### config.mk
export PLATFORM = sky130hd
export DESIGN_NAME = qapprox_updater
export DESIGN_NICKNAME = d
export VERILOG_FILES = /design/src/rtl/qupd_pkg.sv /design/src/rtl/qupd_lod.sv /design/src/rtl/qupd_coef_path.sv /design/src/rtl/qupd_shift_mul.sv /design/src/rtl/qapprox_updater.sv
export SDC_FILE = /design/constraint.sdc
export NUM_CORES = 1
export LEC_CHECK = 0
export ABC_AREA = 1
export ABC_CLOCK_PERIOD_IN_PS = 8650
export BUFFER_PORTS_ARGS = -buffer_cell sky130_fd_sc_hd__buf_4
export CORE_UTILIZATION = 55
export DETAILED_ROUTE_END_ITERATION = 12
export GPL_ROUTABILITY_DRIVEN = 0
export PLACE_DENSITY = 0.83
export SLEW_MARGIN = 40
export SYNTH_ARGS = -nofsm -noshare
export SYNTH_HDL_FRONTEND = slang
export SYNTH_SLANG_ARGS = --single-unit
### constraint.sdc
create_clock -name clk -period 8.65 [get_ports clk]
set_clock_uncertainty 0.2 [all_clocks]
set_input_delay 0.865 -clock clk [delete_from_list [all_inputs] [get_ports clk]]
set_output_delay 0.865 -clock clk [all_outputs]
set_load 0.01 [all_outputs]
### src/rtl/qupd_pkg.sv
package qupd_pkg;

    // Where the shift amounts come from
    typedef enum logic {
        SRC_DETECT = 1'b0,
        SRC_DIRECT = 1'b1
    } shift_src_e;

    // Which of the two power-of-two terms take part
    typedef struct packed {
        logic first;
        logic second;
    } term_use_t;

    // Bits needed to hold a bit position within a word of cw bits
    function automatic int pos_width(input int cw);
        return (cw > 1) ? $clog2(cw) : 1;
    endfunction

endpackage

### src/rtl/qupd_lod.sv
module qupd_lod
    import qupd_pkg::*;
#(
    parameter int CW = 8,
    parameter int PW = 3
) (
    input  logic [CW-1:0] coef,
    output logic [PW-1:0] pos_first,
    output logic [PW-1:0] pos_second,
    output term_use_t     found
);

    // Scan from the MSB (position 0) towards the LSB and keep the first two ones
    always_comb begin
        pos_first  = '0;
        pos_second = '0;
        found      = '0;
        for (int k = 0; k < CW; k++) begin
            if (coef[CW-1-k]) begin
                if (!found.first) begin
                    found.first = 1'b1;
                    pos_first   = PW'(k);
                end else if (!found.second) begin
                    found.second = 1'b1;
                    pos_second   = PW'(k);
                end
            end
        end
    end

endmodule

### src/rtl/qupd_coef_path.sv
module qupd_coef_path
    import qupd_pkg::*;
#(
    parameter int CW    = 8,
    parameter int PW    = 3,
    parameter int TERMS = 2
) (
    input  logic [CW-1:0] coef,
    input  shift_src_e    src,
    input  logic [PW-1:0] dir_first,
    input  logic [PW-1:0] dir_second,
    input  term_use_t     dir_use,
    output logic [PW-1:0] sh_first,
    output logic [PW-1:0] sh_second,
    output term_use_t     terms_on
);

    localparam bit TWO_TERMS = (TERMS >= 2);

    logic [PW-1:0] det_first;
    logic [PW-1:0] det_second;
    term_use_t     det_use;
    term_use_t     raw_use;

    qupd_lod #(.CW(CW), .PW(PW)) u_lod (
        .coef      (coef),
        .pos_first (det_first),
        .pos_second(det_second),
        .found     (det_use)
    );

    always_comb begin
        if (src == SRC_DIRECT) begin
            sh_first       = dir_first;
            sh_second      = dir_second;
            raw_use.first  = dir_use.first;
            // A direct second term must lie strictly below the first one
            raw_use.second = dir_use.first && dir_use.second && (dir_second > dir_first);
        end else begin
            sh_first  = det_first;
            sh_second = det_second;
            raw_use   = det_use;
        end
        terms_on.first  = raw_use.first;
        terms_on.second = raw_use.second && TWO_TERMS;
    end

endmodule

### src/rtl/qupd_shift_mul.sv
module qupd_shift_mul
    import qupd_pkg::*;
#(
    parameter int W  = 19,
    parameter int PW = 3
) (
    input  logic signed [W-1:0] y,
    input  logic [PW-1:0]       sh_first,
    input  logic [PW-1:0]       sh_second,
    input  term_use_t           terms_on,
    output logic signed [W-1:0] prod
);

    logic signed [W-1:0] part_a;
    logic signed [W-1:0] part_b;

    // Arithmetic shifts: the discarded low bits are dropped (floor)
    always_comb begin
        if (terms_on.first) part_a = y >>> sh_first;
        else                part_a = '0;
        if (terms_on.second) part_b = y >>> sh_second;
        else                 part_b = '0;
        prod = part_a + part_b;
    end

endmodule

### src/rtl/qapprox_updater.sv
module qapprox_updater
    import qupd_pkg::*;
#(
    parameter int QW    = 16,
    parameter int FRAC  = 7,
    parameter int TERMS = 2,
    localparam int CW   = FRAC + 1,
    localparam int PW   = pos_width(FRAC + 1)
) (
    input  logic                 clk,
    input  logic                 rst,
    input  logic                 in_valid,
    input  logic signed [QW-1:0] q_cur,
    input  logic signed [QW-1:0] reward,
    input  logic signed [QW-1:0] row_max,
    input  logic [CW-1:0]        alpha,
    input  logic [CW-1:0]        gamma,
    input  logic                 use_direct,
    input  logic [PW-1:0]        alpha_pos_first,
    input  logic [PW-1:0]        alpha_pos_second,
    input  logic [1:0]           alpha_terms,
    input  logic [PW-1:0]        gamma_pos_first,
    input  logic [PW-1:0]        gamma_pos_second,
    input  logic [1:0]           gamma_terms,
    output logic                 out_valid,
    output logic signed [QW-1:0] q_new
);

    // Three guard bits cover coefficients up to 1.5 and a three-operand error
    localparam int XW        = QW + 3;
    localparam int NCOEF     = 2;
    localparam int IDX_ALPHA = 0;
    localparam int IDX_GAMMA = 1;
    localparam logic signed [XW-1:0] SAT_HI = XW'((64'sd1 <<< (QW - 1)) - 64'sd1);
    localparam logic signed [XW-1:0] SAT_LO = ~SAT_HI;

    // ---------------- coefficient paths ----------------
    shift_src_e    src;
    logic [CW-1:0] coef_w   [NCOEF];
    logic [PW-1:0] dir_a    [NCOEF];
    logic [PW-1:0] dir_b    [NCOEF];
    term_use_t     dir_on   [NCOEF];
    logic [PW-1:0] shift_a  [NCOEF];
    logic [PW-1:0] shift_b  [NCOEF];
    term_use_t     live_on  [NCOEF];

    assign src = use_direct ? SRC_DIRECT : SRC_DETECT;

    assign coef_w[IDX_ALPHA] = alpha;
    assign coef_w[IDX_GAMMA] = gamma;
    assign dir_a[IDX_ALPHA]  = alpha_pos_first;
    assign dir_a[IDX_GAMMA]  = gamma_pos_first;
    assign dir_b[IDX_ALPHA]  = alpha_pos_second;
    assign dir_b[IDX_GAMMA]  = gamma_pos_second;
    assign dir_on[IDX_ALPHA] = '{first: alpha_terms[0], second: alpha_terms[1]};
    assign dir_on[IDX_GAMMA] = '{first: gamma_terms[0], second: gamma_terms[1]};

    generate
        for (genvar c = 0; c < NCOEF; c++) begin : g_coef
            qupd_coef_path #(.CW(CW), .PW(PW), .TERMS(TERMS)) u_path (
                .coef      (coef_w[c]),
                .src       (src),
                .dir_first (dir_a[c]),
                .dir_second(dir_b[c]),
                .dir_use   (dir_on[c]),
                .sh_first  (shift_a[c]),
                .sh_second (shift_b[c]),
                .terms_on  (live_on[c])
            );
        end
    endgenerate

    // ---------------- datapath ----------------
    logic signed [XW-1:0] q_x;
    logic signed [XW-1:0] r_x;
    logic signed [XW-1:0] m_x;
    logic signed [XW-1:0] disc_m;
    logic signed [XW-1:0] err_x;
    logic signed [XW-1:0] step_x;
    logic signed [XW-1:0] sum_x;
    logic signed [QW-1:0] q_sat;

    assign q_x = XW'(q_cur);
    assign r_x = XW'(reward);
    assign m_x = XW'(row_max);

    qupd_shift_mul #(.W(XW), .PW(PW)) u_gamma_mul (
        .y        (m_x),
        .sh_first (shift_a[IDX_GAMMA]),
        .sh_second(shift_b[IDX_GAMMA]),
        .terms_on (live_on[IDX_GAMMA]),
        .prod     (disc_m)
    );

    assign err_x = r_x + disc_m - q_x;

    qupd_shift_mul #(.W(XW), .PW(PW)) u_alpha_mul (
        .y        (err_x),
        .sh_first (shift_a[IDX_ALPHA]),
        .sh_second(shift_b[IDX_ALPHA]),
        .terms_on (live_on[IDX_ALPHA]),
        .prod     (step_x)
    );

    assign sum_x = q_x + step_x;

    always_comb begin
        if (sum_x > SAT_HI)      q_sat = SAT_HI[QW-1:0];
        else if (sum_x < SAT_LO) q_sat = SAT_LO[QW-1:0];
        else                     q_sat = sum_x[QW-1:0];
    end

    always_ff @(posedge clk) begin
        if (rst) begin
            out_valid <= 1'b0;
            q_new     <= '0;
        end else begin
            out_valid <= in_valid;
            if (in_valid) q_new <= q_sat;
        end
    end

    // ---------------- assertions ----------------

    valid_lat_chk: assert property (@(posedge clk) disable iff (rst)
        in_valid |=> out_valid);


    hold_idle_chk: assert property (@(posedge clk) disable iff (rst)
        !in_valid |=> (!out_valid && $stable(q_new)));


    alpha_zero_chk: assert property (@(posedge clk) disable iff (rst)
        (in_valid && !use_direct && alpha == '0) |=> (q_new == $past(q_cur)));


    pick_order_chk: assert property (@(posedge clk) disable iff (rst)
        live_on[IDX_ALPHA].second |-> (live_on[IDX_ALPHA].first && shift_b[IDX_ALPHA] > shift_a[IDX_ALPHA]));


    reset_clear_chk: assert property (@(posedge clk) disable iff (rst)
        $fell(rst) |-> (!out_valid && q_new == '0));

endmodule

==> reports/summary.md <==
• **data arrival time of the critical path** 8.20 ns
• **hold-fix buffer count after cts** 0
• **area of all placed cells without fillers** 8520 sq um
• **area of the mapped netlist** 7170 sq um
• **Seq cells post-synth** 17
• **Fin Setup TNS** 0 ns
• **maximum number of pins on one net before global-route repair** 24
• **critical path fanouts, max** 8
• **clock network power share** 0.026
• **kind of cell with the highest combined delay on the critical path** simple AND/OR/NAND/NOR gates
• **net switching fraction of the power** 0.592
• **commonest non-fill, non-tap cells in the layout** 313 x sky130_fd_sc_hd__nand2_1, 181 x sky130_fd_sc_hd__nand3_1, 179 x sky130_fd_sc_hd__inv_1
• **CTS clk-pin slew, worst paths** 0.05 ns
• **library cell used as clock root buffer** sky130_fd_sc_hd__clkbuf_16
• **Num CTS Buffers** 3
• **number of synthesized flops with an enable pin** 0
• **final hold viol count** 0
• **number of maximum-capacitance violations** 0
• **via count normalized by instance count** 5.62
• **portion of the post-synthesis area used by sequential elements** 0.0474
• **leakage power total** 4.49 nW
• **Tightest Hold Check Type** flop to flop
• **post-synth cell types** 48
• **Mapped Nets** 1411
• **power density over the cells** 409 nW/um^2
• **prevailing post-synth register cell** sky130_fd_sc_hd__dfxtp_1
• **status** finished, final reports clean
• **fraction of synthesis flops using an asynchronous set or reset pin** 0
• **post-route minimum period** 8.22 ns
• **maximum clock rate** 122 MHz
• **post-DP HPWL** 17000 um
• **ratio of cells with drive above 1 in the final layout** 0.182
• **most common cell after layout, fill and taps aside** sky130_fd_sc_hd__nand2_1
• **count of mapped cells out of synthesis** 1226
• **syn avg cell area** 5.85 sq um
• **relative area change from synthesis to final layout** 18.7%
• **first-pass GRT wire length** 32400 um
• **final-layout worst hold slack** 0.263 ns
• **CTS tree** yes
• **Routed WL per cell** 13.8 um
• **GRT Overall Usage** 0.296
• **final routed DRC violation total** 0
• **net switching power figure** 2.06 mW
• **Crit Path Category** primary input to flop
• **kind of start point of the critical path** primary input
• **number of clock sinks** 17
• **crit end category** flop
• **master of the slowest instance on the critical path** sky130_fd_sc_hd__fa_1
• **utilization of the core after routing** 0.672
• **std cell rows** 41
• **share of the clock period used by the worst path after layout** 0.951
• **detailed-router iteration count before antenna repair** 10
• **global route total overflow** 0
• **CORE AREA** 12700 sq um
• **number of inserted diodes** 0
• **worst skew pair latency** 0.24 ns
• **antenna violations before repair** 0
• **sequential power share** 0.036
• **total of fill cells in the finished design** 1147
• **data required time of the worst path** 8.63 ns
• **Final Max Slew Viols** 0
• **largest stage delay on the critical path** 0.48 ns
• **post-layout power** 3.48 mW
• **total wire length after detailed routing** 20500 um
• **Final setup viols** 0
• **Horiz. Die Dim** 116 um
• **height of the die** 116 um
• **Comb power frac** 0.939
• **worst IR drop on VDD** 226 uV
• **vias in the first global route** 7519
• **cell area reported after detailed placement** 8060 sq um
• **dominant cell type by count on the critical path** sky130_fd_sc_hd__nand2_1
• **routed via count** 8376
• **Internal Pwr Total** 1.42 mW
• **H-tree lvl count** 1
• **Initial DRC Count** 514
• **I/O pins** 101
• **number of input and output port buffers inserted** 100
• **net count of the finished layout** 1505
• **Ys Warns** 0
• **normalized max-slew margin** 0.464
• **initial cell density of the core** 0.566
• **Total Die Area** 13500 sq um
• **Longest Clk Path Bufs** 2
• **Final ANT Viol Nets** 0
• **Tightest Pin Transition** 0.803 ns
• **WP buf/inv** 11
layout make-up:
type                       instances  area, sq um  share of cell area
timing repair buffer             119          901               0.106
multi-input combinational        983         6220               0.731
clock buffer                       3         75.1             0.00882
tap                              172          215              0.0253
inverter                         193          739              0.0868
sequential                        17          340              0.0400
timing repair inverter             3         16.3             0.00191
clock inverter                     1         5.00            0.000588
registers in the layout (all words and copies together) (netlist names):
name       count
out_valid      1
q_new         16
per-layer routing:
metal / wire (um) / vias up / track usage
met1: 8410 / 3791 / 0.355
met5: 0 / - / 0
met2: 10100 / 331 / 0.543
met4: 847 / 0 / 0.117
met3: 1190 / 69 / 0.0244
li1: - / 4185 / -
cell families after synthesis:
logic type               after synthesis  share of synthesized area
flip-flops                            17                     0.0474
adder cells (fa/ha/maj)              101                      0.231
buffers and inverters                226                      0.126
AO/OA/AOI/OAI                        223                      0.179
multiplexers                           1                    0.00140
AND/OR/NAND/NOR                      633                      0.385
XOR/XNOR                              25                     0.0305
what timing repair did:
| action | in CTS | in global routing |
|---|---|---|
| setup buffers | 0 | 7 |
| endpoints found under the setup margin | 0 | 16 |
| gates resized for setup | 0 | 73 |
worst register-to-register path, cell delays in order, from the launching register on:
cell                      delay, ns
sky130_fd_sc_hd__dfxtp_1       0.30
sky130_fd_sc_hd__o21ai_0       0.26
sky130_fd_sc_hd__a21oi_2       0.05
metrics by stage:
step / setup slack, ns / std cells
after floorplan: 0.765 / 1226
after global placement: -0.0369 / 1477
after detailed placement: -0.210 / 1477
after CTS: 0.0356 / 1481
after global routing: -0.155 / 1491
final: 0.428 / 1491
power groups by stage:
| stage | clock (mW) | sequential, mW | combinational (mW) |
|---|---|---|---|
| 6_report | 0.0890 | 0.124 | 3.27 |
| 5_1_grt | 0.0949 | 0.129 | 3.68 |
| 4_1_cts | 0.0895 | 0.124 | 2.94 |
| 3_5_place_dp | 0 | 0.126 | 2.92 |
| 3_3_place_gp | 0 | 0.124 | 2.88 |
| 2_1_floorplan | 0 | 0.139 | 2.35 |
worst paths after layout:
kind,slack (ns),end,cells after the start,startpoint
max,0.43,q_new[7],46,gamma[7]
min,0.26,q_new[15],2,q_new[15]
max reg2reg,7.71,q_new[7],2,q_new[7]
min reg2reg,0.26,q_new[15],2,q_new[15]
Yosys cell counts (all sizes together) (2+ instances only):
cell	number	area [sq um]
o21bai	5	37.5
nand3	189	976
nor3	6	30.0
o21a	3	22.5
a21oi	78	432
o211ai	18	140
clkbuf	15	56.3
buf	18	121
o31ai	4	30.0
o2111ai	2	17.5
nor4	3	18.8
nand2	337	1310
and2	4	25.0
o21ai	105	544
or2	4	25.0
a31oi	3	18.8
xnor2	12	105
a22oi	2	20.0
fa	52	1040
xor2	13	114
inv	192	723
ha	49	613
nand3b	4	30.0
nor2	82	318
nand4	4	25.0
dfxtp	17	340
Note: power is estimated with default switching activity, not from simulation.
